**src/rtl/lrx_pkg.sv**
```systemverilog
package lrx_pkg;
  localparam int unsigned LRX_BYTE_W  = 8;
  localparam int unsigned LRX_RUN_LEN = 6;
  localparam int unsigned LRX_DIV     = 4;
endpackage

```
**src/rtl/lrx_tick_gen.sv**
```systemverilog
module lrx_tick_gen #(
  parameter int unsigned DIV = 4
) (
  input  logic clk_i,
  input  logic rst_ni,
  output logic tick_o
);
  localparam int unsigned CW = (DIV > 1) ? $clog2(DIV) : 1;
  localparam logic [CW-1:0] LAST = CW'(DIV - 1);

  logic [CW-1:0] cnt_q;

  always_ff @(posedge clk_i or negedge rst_ni) begin
    if (!rst_ni)            cnt_q <= '0;
    else if (cnt_q == LAST) cnt_q <= '0;
    else                    cnt_q <= cnt_q + 1'b1;
  end

  assign tick_o = (cnt_q == LAST);


  tick_spacing_chk: assert property (@(posedge clk_i) disable iff (!rst_ni)
    tick_o |=> !tick_o);
endmodule

```
**src/rtl/lrx_nrzi_dec.sv**
```systemverilog
module lrx_nrzi_dec (
  input  logic clk_i,
  input  logic rst_ni,
  input  logic tick_i,
  input  logic line_i,
  output logic newbit_o,
  output logic nrz_o
);
  logic active_q, prev_q, newbit_q, nrz_q;

  always_ff @(posedge clk_i or negedge rst_ni) begin
    if (!rst_ni) begin
      active_q <= 1'b0;
      prev_q   <= 1'b1;
      newbit_q <= 1'b0;
      nrz_q    <= 1'b0;
    end else begin
      newbit_q <= 1'b0;
      if (tick_i) begin
        prev_q <= line_i;
        if (active_q) begin
          newbit_q <= 1'b1;
          nrz_q    <= (line_i == prev_q);
        end else if (!line_i) begin
          active_q <= 1'b1;  // start bit consumed
        end
      end
    end
  end

  assign newbit_o = newbit_q;
  assign nrz_o    = nrz_q;


  no_bit_before_start_chk: assert property (@(posedge clk_i) disable iff (!rst_ni)
    newbit_q |-> $past(active_q));


  start_on_low_chk: assert property (@(posedge clk_i) disable iff (!rst_ni)
    $rose(active_q) |-> ($past(tick_i) && !$past(line_i)));


  zero_is_change_chk: assert property (@(posedge clk_i) disable iff (!rst_ni)
    (newbit_q && !nrz_q) |-> (prev_q != $past(prev_q)));
endmodule

```
**src/rtl/lrx_destuff.sv**
```systemverilog
module lrx_destuff #(
  parameter int unsigned RUN = 6
) (
  input  logic clk_i,
  input  logic rst_ni,
  input  logic newbit_i,
  input  logic nrz_i,
  output logic accept_o,
  output logic bit_o
);
  localparam int unsigned CW = $clog2(RUN + 1);
  localparam logic [CW-1:0] RUN_C = CW'(RUN);

  logic [CW-1:0] ones_q;
  logic          pause;

  assign pause    = (ones_q == RUN_C);
  assign accept_o = newbit_i && !pause;
  assign bit_o    = nrz_i;

  always_ff @(posedge clk_i or negedge rst_ni) begin
    if (!rst_ni) ones_q <= '0;
    else if (newbit_i) begin
      if (pause || !nrz_i) ones_q <= '0;
      else                 ones_q <= ones_q + 1'b1;
    end
  end


  run_bound_chk: assert property (@(posedge clk_i) disable iff (!rst_ni)
    ones_q <= RUN_C);


  run_restart_chk: assert property (@(posedge clk_i) disable iff (!rst_ni)
    (newbit_i && pause) |=> (ones_q == '0));


  zero_resets_run_chk: assert property (@(posedge clk_i) disable iff (!rst_ni)
    (newbit_i && !nrz_i) |=> (ones_q == '0));
endmodule

```
**src/rtl/lrx_byte_asm.sv**
```systemverilog
module lrx_byte_asm #(
  parameter int unsigned W = 8
) (
  input  logic         clk_i,
  input  logic         rst_ni,
  input  logic         accept_i,
  input  logic         bit_i,
  output logic [W-1:0] byte_o,
  output logic         valid_o
);
  localparam int unsigned CW = $clog2(W);
  localparam logic [CW-1:0] LAST = CW'(W - 1);

  logic [W-1:0]  sh_q, byte_q, sh_next;
  logic [CW-1:0] cnt_q;
  logic          valid_q;

  assign sh_next = {bit_i, sh_q[W-1:1]};

  always_ff @(posedge clk_i or negedge rst_ni) begin
    if (!rst_ni) begin
      sh_q    <= '0;
      byte_q  <= '0;
      cnt_q   <= '0;
      valid_q <= 1'b0;
    end else begin
      valid_q <= 1'b0;
      if (accept_i) begin
        sh_q <= sh_next;
        if (cnt_q == LAST) begin
          cnt_q   <= '0;
          byte_q  <= sh_next;
          valid_q <= 1'b1;
        end else begin
          cnt_q <= cnt_q + 1'b1;
        end
      end
    end
  end

  assign byte_o  = byte_q;
  assign valid_o = valid_q;


  single_strobe_chk: assert property (@(posedge clk_i) disable iff (!rst_ni)
    valid_q |=> !valid_q);


  byte_hold_chk: assert property (@(posedge clk_i) disable iff (!rst_ni)
    !$stable(byte_q) |-> valid_q);


  msb_last_chk: assert property (@(posedge clk_i) disable iff (!rst_ni)
    valid_q |-> (byte_q[W-1] == $past(bit_i)));
endmodule

```
**src/rtl/lrx_deser.sv**
```systemverilog
module lrx_deser
  import lrx_pkg::*;
#(
  parameter int unsigned BYTE_W  = LRX_BYTE_W,
  parameter int unsigned RUN_LEN = LRX_RUN_LEN,
  parameter int unsigned DIV     = LRX_DIV
) (
  input  logic              clk_i,
  input  logic              rst_ni,
  input  logic              line_i,
  output logic [BYTE_W-1:0] byte_o,
  output logic              byte_valid_o
);
  logic tick, newbit, nrz, accept, acc_bit;

  lrx_tick_gen #(.DIV(DIV)) i_tick (
    .clk_i (clk_i),
    .rst_ni(rst_ni),
    .tick_o(tick)
  );

  lrx_nrzi_dec i_dec (
    .clk_i   (clk_i),
    .rst_ni  (rst_ni),
    .tick_i  (tick),
    .line_i  (line_i),
    .newbit_o(newbit),
    .nrz_o   (nrz)
  );

  lrx_destuff #(.RUN(RUN_LEN)) i_destuff (
    .clk_i   (clk_i),
    .rst_ni  (rst_ni),
    .newbit_i(newbit),
    .nrz_i   (nrz),
    .accept_o(accept),
    .bit_o   (acc_bit)
  );

  lrx_byte_asm #(.W(BYTE_W)) i_asm (
    .clk_i   (clk_i),
    .rst_ni  (rst_ni),
    .accept_i(accept),
    .bit_i   (acc_bit),
    .byte_o  (byte_o),
    .valid_o (byte_valid_o)
  );


  reset_quiet_chk: assert property (@(posedge clk_i) !rst_ni |=> !byte_valid_o);
endmodule

```
**config.mk**
```make
export PLATFORM = sky130hd
export DESIGN_NAME = lrx_deser
export DESIGN_NICKNAME = d
export VERILOG_FILES = /design/src/rtl/lrx_pkg.sv /design/src/rtl/lrx_tick_gen.sv /design/src/rtl/lrx_nrzi_dec.sv /design/src/rtl/lrx_destuff.sv /design/src/rtl/lrx_byte_asm.sv /design/src/rtl/lrx_deser.sv
export SDC_FILE = /design/constraint.sdc
export NUM_CORES = 1
export LEC_CHECK = 0
export BUFFER_PORTS_ARGS = -buffer_cell sky130_fd_sc_hd__buf_2
export CORE_UTILIZATION = 59
export CTS_CLUSTER_DIAMETER = 150
export DETAILED_ROUTE_END_ITERATION = 10
export PLACE_DENSITY = 0.8
export SLEW_MARGIN = 10
export SYNTH_ARGS = -nofsm -noshare
export SYNTH_HDL_FRONTEND = slang
export SYNTH_SLANG_ARGS = --single-unit
```
**constraint.sdc**
```tcl
create_clock -name clk_i -period 2.85 [get_ports clk_i]
set_clock_uncertainty 0.2 [all_clocks]
set_input_delay 0.285 -clock clk_i [delete_from_list [all_inputs] [get_ports clk_i]]
set_output_delay 0.285 -clock clk_i [all_outputs]
set_load 0.01 [all_outputs]
```
==> results of run 1 <==
[cell families after synthesis]
| family | synth area share, % |
|---|---|
| XOR/XNOR | 0.778 |
| buffers and inverters | 2.33 |
| adder cells (fa/ha/maj) | 5.56 |
| AO/OA/AOI/OAI | 4.44 |
| flip-flops | 62.3 |
| AND/OR/NAND/NOR | 5.56 |
| multiplexers | 19.0 |
[power by group through the flow]
stage               sequential, W  combinational (W)  clock, W
global route             0.000609           0.000272  0.000207
CTS                      0.000596           0.000246  0.000192
detailed placement       0.000605           0.000243         0
floorplan                0.000609           0.000139         0
global placement         0.000597           0.000232         0
finish                   0.000594           0.000239  0.000186
[cells in the final DEF, fill, tap and decap left out]
| cell | synthesis | final |
|---|---|---|
| dfstp_2 | 1 | 1 |
| dlygate4sd3_1 | 0 | 1 |
| o311ai_0 | 1 | 1 |
| inv_1 | 5 | 5 |
| nand2b_1 | 1 | 1 |
| ha_1 | 5 | 5 |
| nor2_1 | 2 | 2 |
| nand3_1 | 1 | 1 |
| a21o_1 | 1 | 1 |
| mux2_2 | 19 | 19 |
| dfrtp_1 | 27 | 27 |
| nand4b_1 | 2 | 2 |
| nand2_4 | 1 | 1 |
| o21ai_0 | 3 | 3 |
| clkbuf_4 | 0 | 3 |
| clkbuf_8 | 0 | 1 |
| xor2_1 | 1 | 1 |
| nand2_1 | 4 | 4 |
| buf_2 | 0 | 11 |
| a21boi_4 | 1 | 1 |
[path summary, 6_finish.rpt]
path / from / to / slack (ns) / depth (start not counted)
worst max-delay path: i_destuff.ones_q[0] / i_asm.byte_o[1] / 0.98 / 5
min in group asynchronous: rst_ni / i_asm.sh_q[2] / 0.29 / 2
worst min-delay path: line_i / i_dec.prev_q / 0.05 / 2
worst min register to register: i_tick.cnt_q[0] / i_tick.cnt_q[0] / 0.23 / 1
worst max register to register: i_destuff.ones_q[0] / i_asm.byte_o[1] / 0.98 / 5
max in group asynchronous: rst_ni / i_dec.prev_q / 1.77 / 2
[metal layers]
layer,global-route usage [%],vias up,wire length [um]
li1,-,290,-
met1,23.6,298,728
met2,28.6,6,745
met3,3.57,2,30
met4,7.27,0,14
met5,0,-,0
[stage by stage]
step | worst slack, ns | cells | power (W)
after global routing | 0.883 | 116 | 0.00109
after detailed placement | 0.979 | 111 | 0.000848
after floorplan | 1.19 | 76 | 0.000748
after global placement | 1.05 | 111 | 0.000829
after CTS | 0.967 | 116 | 0.00103
final | 0.979 | 116 | 0.00102
[cell type report]
cell class	count	area, um2	area share, %
Clock buffer	4	36.3	2.90
Inverter	5	18.8	1.50
Multi-Input combinational cell	42	398	31.8
Sequential cell	28	702	56.1
Tap cell	25	31.3	2.50
Timing Repair Buffer	12	65.1	5.20
[flip-flops by register name, summed over array words and instances (netlist names), 2 cells and up]
register and count:
i_asm.byte_o 8, i_asm.cnt_q 3, i_asm.sh_q 7, i_destuff.ones_q 3, i_tick.cnt_q 2
[critical path, cell delays in order, from the launching register on]
cell      delay, ns
dfrtp_1        0.38
inv_1          0.07
ha_1           0.25
a21boi_4       0.41
nand2_4        0.16
mux2_2         0.30
==> results.cfg, run 1 <==
[clocking]
cts_tree = done
clk_pin_slew_ns = 0.15
postCtsSetupBuffers = 0
htreeDepth = 1
postCtsHoldBufs = 1
cts_buffers = 3
cts.sinks = 28
post_cts_resized = 0
root_buffer = clkbuf_4
cts_buffer_depth = 2
clk_latency_ns = 0.31

[place]
io_buffers = 11
hpwl_mm = 1.10
routabilityCongestion = 0.782
placed_cell_area_mm2 = 0.00120

[pwr]
power.switching_w = 0.000289
comb_power_share_pct = 23.5
ir_worst_vdd_uv = 463
p_seq_share_pct = 58.3
internal-power_w = 0.000731
clkPwrFrac_pct = 18.3
netSwitchingFraction_pct = 28.3
p_per_area_mw_per_mm2 = 815
p_leak_nw = 0.621

[drt]
drtIter0Drc = 3
drc = 0
antenna_left = 0
totalWireLength_mm = 1.52
vias_per_cell = 5.14
dr.pass1.iters = 4
vias = 596
routedWlPerCell_um = 13.1

[finish]
finish.utilization_pct = 70.9
nNetsFinal = 100
final_area_mm2 = 0.00125
layout-drive-gt1-share_pct = 40.7
area_delta_synth_final_pct = 11.1
n_fill_cell = 149
num_antenna_cells = 0

[sta]
rsz0062_at_grt = no
holdWs_ns = 0.0488
fin_crit_ns = 1.87
hold_violations = 0
tns_ns = 0
worstMarginPinSlew_ns = 0.581
drv_slew = 0
maxSlewHeadroom_pct = 61.3
setup_violations = 0
timing.fmax_ghz = 0.535
post-route-period-util_pct = 65.6

[die]
ios = 12
dieArea_mm2 = 0.00209
chipHeight_um = 45.7
die_x_um = 45.7
start_util_pct = 63.8
core_mm2 = 0.00176
rows = 15

[synth]
netlist_top_cells_area = dfrtp_1, mux2_2, ha_1
syn_inst = 76
ys.flop_type = dfrtp_1
synth_area_per_cell_um2 = 14.8
synth_seq_cells = 28
synth-seq-area-share_pct = 62.3
synth_cell_types = 17
synth_warnings = 0
syn_nets = 84
synth_top_area_share_pct = 60.0
async_flop_share_pct = 100
syn-cell-area_mm2 = 0.00113
synth-edff-count = 0
synth_most_common_cell = dfrtp_1
yosysTopAreaCell = dfrtp_1
synth_common_cells = dfrtp_1, mux2_2, ha_1, inv_1, nand2_1

[critical_path]
worstSetupPathType = reg -> reg
crit_path_end_kind = flip-flop
cp-start-kind = flip-flop
crit_fanout = 12
crit_required_ns = 2.87
critPathArrivalTime_ns = 1.89

[global_route]
grt_overflow = 0
grt_pass1_wl_mm = 2.58
first_global_vias = 587
grt_usage_pct = 17.8
grt_start_max_net_pins = 29
grt_antenna_before_repair = 0

[min_path]
hp-class = in -> reg

[flow_run]
maxCapViolCount = 0

[outcome]
status = finished, final reports clean
No activity file was read; power rests on OpenSTA's default activity.
==> inputs of run 2 (changes only) <==
ABC_AREA = 1   (was default)
CORE_UTILIZATION = 56   (was 59)
PLACE_DENSITY = 0.76   (was 0.8)
clock period = 1.9 ns   (was 2.85 ns; I/O delays follow)
==> results.cfg, run 2 <==
[drt]
vias_per_cell = 4.79
drc = 0
totalWireLength_mm = 1.70
drtIter0Drc = 3
dr.pass1.iters = 4
routedWlPerCell_um = 11.0
antenna_left = 0
vias = 742

[pwr]
internal-power_w = 0.00102
power.switching_w = 0.000453
comb_power_share_pct = 25.5
ir_worst_vdd_uv = 621
p_per_area_mw_per_mm2 = 1120
netSwitchingFraction_pct = 30.7
p_leak_nw = 0.704
p_seq_share_pct = 55.4
clkPwrFrac_pct = 19.1

[critical_path]
crit_required_ns = 1.93
critPathArrivalTime_ns = 1.62
cp-startpoint = i_asm.cnt_q[0]
r2r_slack_ns = 0.31
crit_fanout = 3
worstSetupPathType = reg -> reg
crit_path_end_kind = flip-flop
reg2reg_from = i_asm.cnt_q[0]
cp-start-kind = flip-flop

[global_route]
grt_usage_pct = 17.9
grt_pass1_wl_mm = 2.81
first_global_vias = 667
grt_overflow = 0
grt_antenna_before_repair = 0
grt_start_max_net_pins = 29

[synth]
synth-seq-area-share_pct = 58.9
synth_most_common_cell = nand2_1
syn_inst = 113
synth_warnings = 0
netlist_top_cells_area = dfrtp_1, nand2_1, o21ai_2
synth-edff-count = 0
synth_top_area_share_pct = 56.7
synth_cell_types = 16
synth_seq_cells = 28
synth_area_per_cell_um2 = 10.6
synth_common_cells = nand2_1, dfrtp_1, inv_1, o21ai_2, ha_1
syn_nets = 121
yosysTopAreaCell = dfrtp_1
ys.flop_type = dfrtp_1
async_flop_share_pct = 100
syn-cell-area_mm2 = 0.00119

[finish]
layout_common_cells = nand2_1, dfrtp_1, inv_1, o21ai_2, buf_2
final_common_cell = nand2_1
nNetsFinal = 137
num_antenna_cells = 0
area_delta_synth_final_pct = 10.3
layout-drive-gt1-share_pct = 26.6
largest_reg_flops = 8
n_fill_cell = 162
multi_input_area_um2 = 415
seqCellArea_um2 = 702

[sta]
fin_crit_ns = 1.59
tns_ns = 0
drv_slew = 0
maxSlewHeadroom_pct = 59.2
rsz0062_at_grt = no
hold_violations = 0
post-route-period-util_pct = 83.6
holdWs_ns = 0.192
timing.fmax_ghz = 0.629
worstMarginPinSlew_ns = 0.611
setup_violations = 0

[die]
start_util_pct = 60.2
rows = 16
chipHeight_um = 48.1
die_x_um = 48.1
ios = 12
core_mm2 = 0.00198
dieArea_mm2 = 0.00232

[clocking]
cts_buffer_depth = 2
htreeDepth = 1
cts_buffers = 3
postCtsSetupBuffers = 0
cts_tree = done
root_buffer = clkbuf_4
clk_pin_slew_ns = 0.15
cts.sinks = 28
clk_latency_ns = 0.32

[flow_run]
maxCapViolCount = 0

[place]
routabilityCongestion = 0.737
hpwl_mm = 1.19
io_buffers = 11

[outcome]
status = finished, final reports clean

[min_path]
hp-class = in -> async
[run 2: cell count changes after synthesis, moves of 2 or more]
cell / before / now
nand2_1: 4 / 34
mux2_2: 19 / 0
o21ai_2: 0 / 14
inv_1: 5 / 14
buf_6: 0 / 2
nand3_1: 1 / 3
nand4b_1: 2 / 0
nor2_1: 2 / 4
[run 2: what timing repair did]
| item | 4_1_cts | 5_1_grt |
|---|---|---|
| hold buffers | 2 | 0 |
| endpoints found under the hold margin | 30 | 0 |
| gates resized for setup | 0 | 0 |
[run 2: routing by layer]
| metal | part of all wire, % | GRT usage [%] |
|---|---|---|
| met5 | 0 | 0 |
| met2 | 50 | 30.4 |
| met4 | 0.82 | 6.67 |
| met1 | 47 | 22.7 |
| met3 | 2.0 | 3.33 |
[run 2: cell families after synthesis]
logic type	count (synthesis)	synth area share (%)
AOI/OAI and AO/OA	18	12.2
xor gates and xnor gates	1	0.735
DFF	28	58.9
adders and majority gates	5	5.25
and+or+nand+nor	45	16.7
buffers and inverters	16	6.30
[run 2: path summary, 6_finish.rpt]
kind                                    to  depth (start not counted)
min                        i_asm.byte_o[7]                          2
max                         i_asm.cnt_q[0]                          4
min in group clk_i         i_tick.cnt_q[0]                          1
min reg2reg                i_tick.cnt_q[0]                          1
max reg2reg                 i_asm.cnt_q[0]                          4
max in group asynchronous  i_tick.cnt_q[1]                          2
[run 2: worst max-delay path: stages (launching register included)]
cell and delay, ns:
dfrtp_1 0.41, ha_1 0.20, ha_1 0.22, or2_2 0.30, o21ai_0 0.18
[run 2: layout make-up]
type                    count  area share [%]
flip-flops and latches     28            53.4
inverters                  14            4.00
clock buffers               4            2.76
well taps                  27            2.57
repair buffers             13            5.71
multi-input cells          69            31.6
[run 2: per-stage QoR]
stage	area (um2)	instances	setup slack, ns	util, %	total power, W
floorplan	1190	113	0.444	-	0.00108
global placement	1260	149	0.385	63.5	0.00119
detailed placement	1260	149	0.371	63.5	0.00121
CTS	1320	155	0.307	66.4	0.00150
global route	1320	155	0.194	66.4	0.00159
finish	1320	155	0.311	66.4	0.00148
[run 2: power by group through the flow]
stage | Sequential, W | Clock [W] | Combinational [W]
6_report | 0.000818 | 0.000282 | 0.000377
2_1_floorplan | 0.000856 | 0 | 0.000221
3_5_place_dp | 0.000833 | 0 | 0.000379
4_1_cts | 0.000820 | 0.000293 | 0.000388
5_1_grt | 0.000838 | 0.000312 | 0.000443
3_3_place_gp | 0.000827 | 0 | 0.000368
==> inputs of run 3 (changes only) <==
ABC_AREA = 0   (was 1)
CORE_UTILIZATION = 55   (was 56)
PLACE_DENSITY = 0.75   (was 0.76)
clock period = 1.6 ns   (was 1.9 ns; I/O delays follow)
==> results.cfg, run 3 (synthesis gave the netlist of run 1 again) <==
[finish]
nNetsFinal = 113
area_delta_synth_final_pct = 25.6
layout-drive-gt1-share_pct = 50.0
fin_cells = 131
layout_common_cells = dfrtp_1, buf_2, mux2_2
n_fill_cell = 147
num_antenna_cells = 0
largest_reg_flops = 8
finish.utilization_pct = 72.8
final_common_cell = dfrtp_1

[place]
dp_slack_ns = -0.0763
hpwl_mm = 1.23
placed_cells = 122
io_buffers = 11
routabilityCongestion = 0.705

[drt]
drtIter0Drc = 4
vias = 671
dr.pass1.iters = 4
antenna_left = 0
vias_per_cell = 5.12
totalWireLength_mm = 1.95
routedWlPerCell_um = 14.9
drc = 0

[global_route]
grt_usage_pct = 20.9
grt_pass1_wl_mm = 2.97
grt_overflow = 0
grt_antenna_before_repair = 0
first_global_vias = 650
grt_start_max_net_pins = 29

[die]
chipHeight_um = 47.3
ios = 12
die_x_um = 47.3
core_mm2 = 0.00194
rows = 16
start_util_pct = 58.0
dieArea_mm2 = 0.00223

[sta]
timing.fmax_ghz = 0.601
setup_ws_ns = -0.0629
worstMarginPinSlew_ns = 0.594
rsz0062_at_grt = yes
drv_slew = 0
fin_crit_ns = 1.66
hold_violations = 0
maxSlewHeadroom_pct = 60.4
post-route-period-util_pct = 104
setup_violations = 18

[outcome]
status = finished, violations left
violations = negative setup slack

[pwr]
p_per_area_mw_per_mm2 = 1430
finalPower_w = 0.00202
p_leak_nw = 0.715
ir_worst_vdd_uv = 1060

[flow_run]
maxCapViolCount = 0

[critical_path]
worstSetupPathType = reg -> reg
crit_required_ns = 1.63
critPathArrivalTime_ns = 1.69
cp-start-kind = flip-flop
crit_fanout = 5
crit_path_end_kind = flip-flop

[clocking]
htreeDepth = 1
cts_tree = done
root_buffer = clkbuf_4
cts.sinks = 28
clk_pin_slew_ns = 0.14
clk_latency_ns = 0.34
cts_buffers = 3
cts_buffer_depth = 2

[min_path]
hp-class = in -> async
-- run 3: changes by cell type in the layout (fill, tap and decap cells not counted), sizes merged, moves of 2 or more --
cell,before,now
buf,11,23
inv,14,5
mux2,0,19
nand2,36,5
nand3,4,1
nand4b,0,2
nor2,4,2
o21ai,17,3
-- run 3: final timing paths --
kind / startpoint / endpoint / slack (ns) / depth (start not counted)
worst max-delay path: i_destuff.ones_q[1] / i_asm.sh_q[4] / -0.06 / 4
worst min-delay path: rst_ni / i_asm.byte_o[0] / 0.14 / 2
worst max register to register: i_destuff.ones_q[1] / i_asm.sh_q[4] / -0.06 / 4
worst min register to register: i_tick.cnt_q[0] / i_tick.cnt_q[0] / 0.25 / 1
max in group asynchronous: rst_ni / i_destuff.ones_q[1] / 0.67 / 2
min in group clk_i: i_tick.cnt_q[0] / i_tick.cnt_q[0] / 0.25 / 1
-- run 3: timing repair --
item	CTS	global route
resized for setup	10	5
gates cloned	0	0
hold endpoints to repair	30	0
buffers inserted	3	0
hold buffers	2	0
pin swaps	1	3
setup endpoints to repair	18	18
-- run 3: where the power goes --
part	internal (W)	switching, W	leakage [nW]	total [W]
Sequential	0.000921	0.000148	0.342	0.00107
Combinational	0.000374	0.000233	0.352	0.000607
Clock	0.000140	0.000203	0.0210	0.000342
Total	0.00143	0.000584	0.715	0.00202
-- run 3: per-stage QoR --
stage / hold WS (ns) / setup TNS [ns] / cell area [um2]
2_1_floorplan: -0.336 / 0 / 1130
3_3_place_gp: -0.0125 / -0.00482 / 1280
3_5_place_dp: 0.00351 / -0.646 / 1280
4_1_cts: 0.168 / -0.566 / 1400
5_1_grt: 0.204 / -2.06 / 1410
6_report: 0.137 / -0.600 / 1410
-- run 3: critical path: stages, from the launching register on --
cell,delay [ns]
dfrtp_1,0.44
ha_4,0.19
a21boi_4,0.25
buf_6,0.18
mux2_4,0.30
-- run 3: cell type report --
| cell class | count | area [um2] | area share, % |
|---|---|---|---|
| Multi-Input combinational cell | 42 | 447 | 31.6 |
| Sequential cell | 28 | 702 | 49.6 |
| Timing Repair Buffer | 25 | 176 | 12.5 |
| Inverter | 5 | 18.8 | 1.33 |
| Tap cell | 27 | 33.8 | 2.39 |
| Clock buffer | 4 | 36.3 | 2.57 |
-- run 3: layer usage --
layer | part of all wire (%) | track usage (%)
met5 | 0 | 0
met4 | 2.0 | 12.6
met3 | 2.5 | 5.38
met2 | 52 | 33.7
met1 | 43 | 25.1
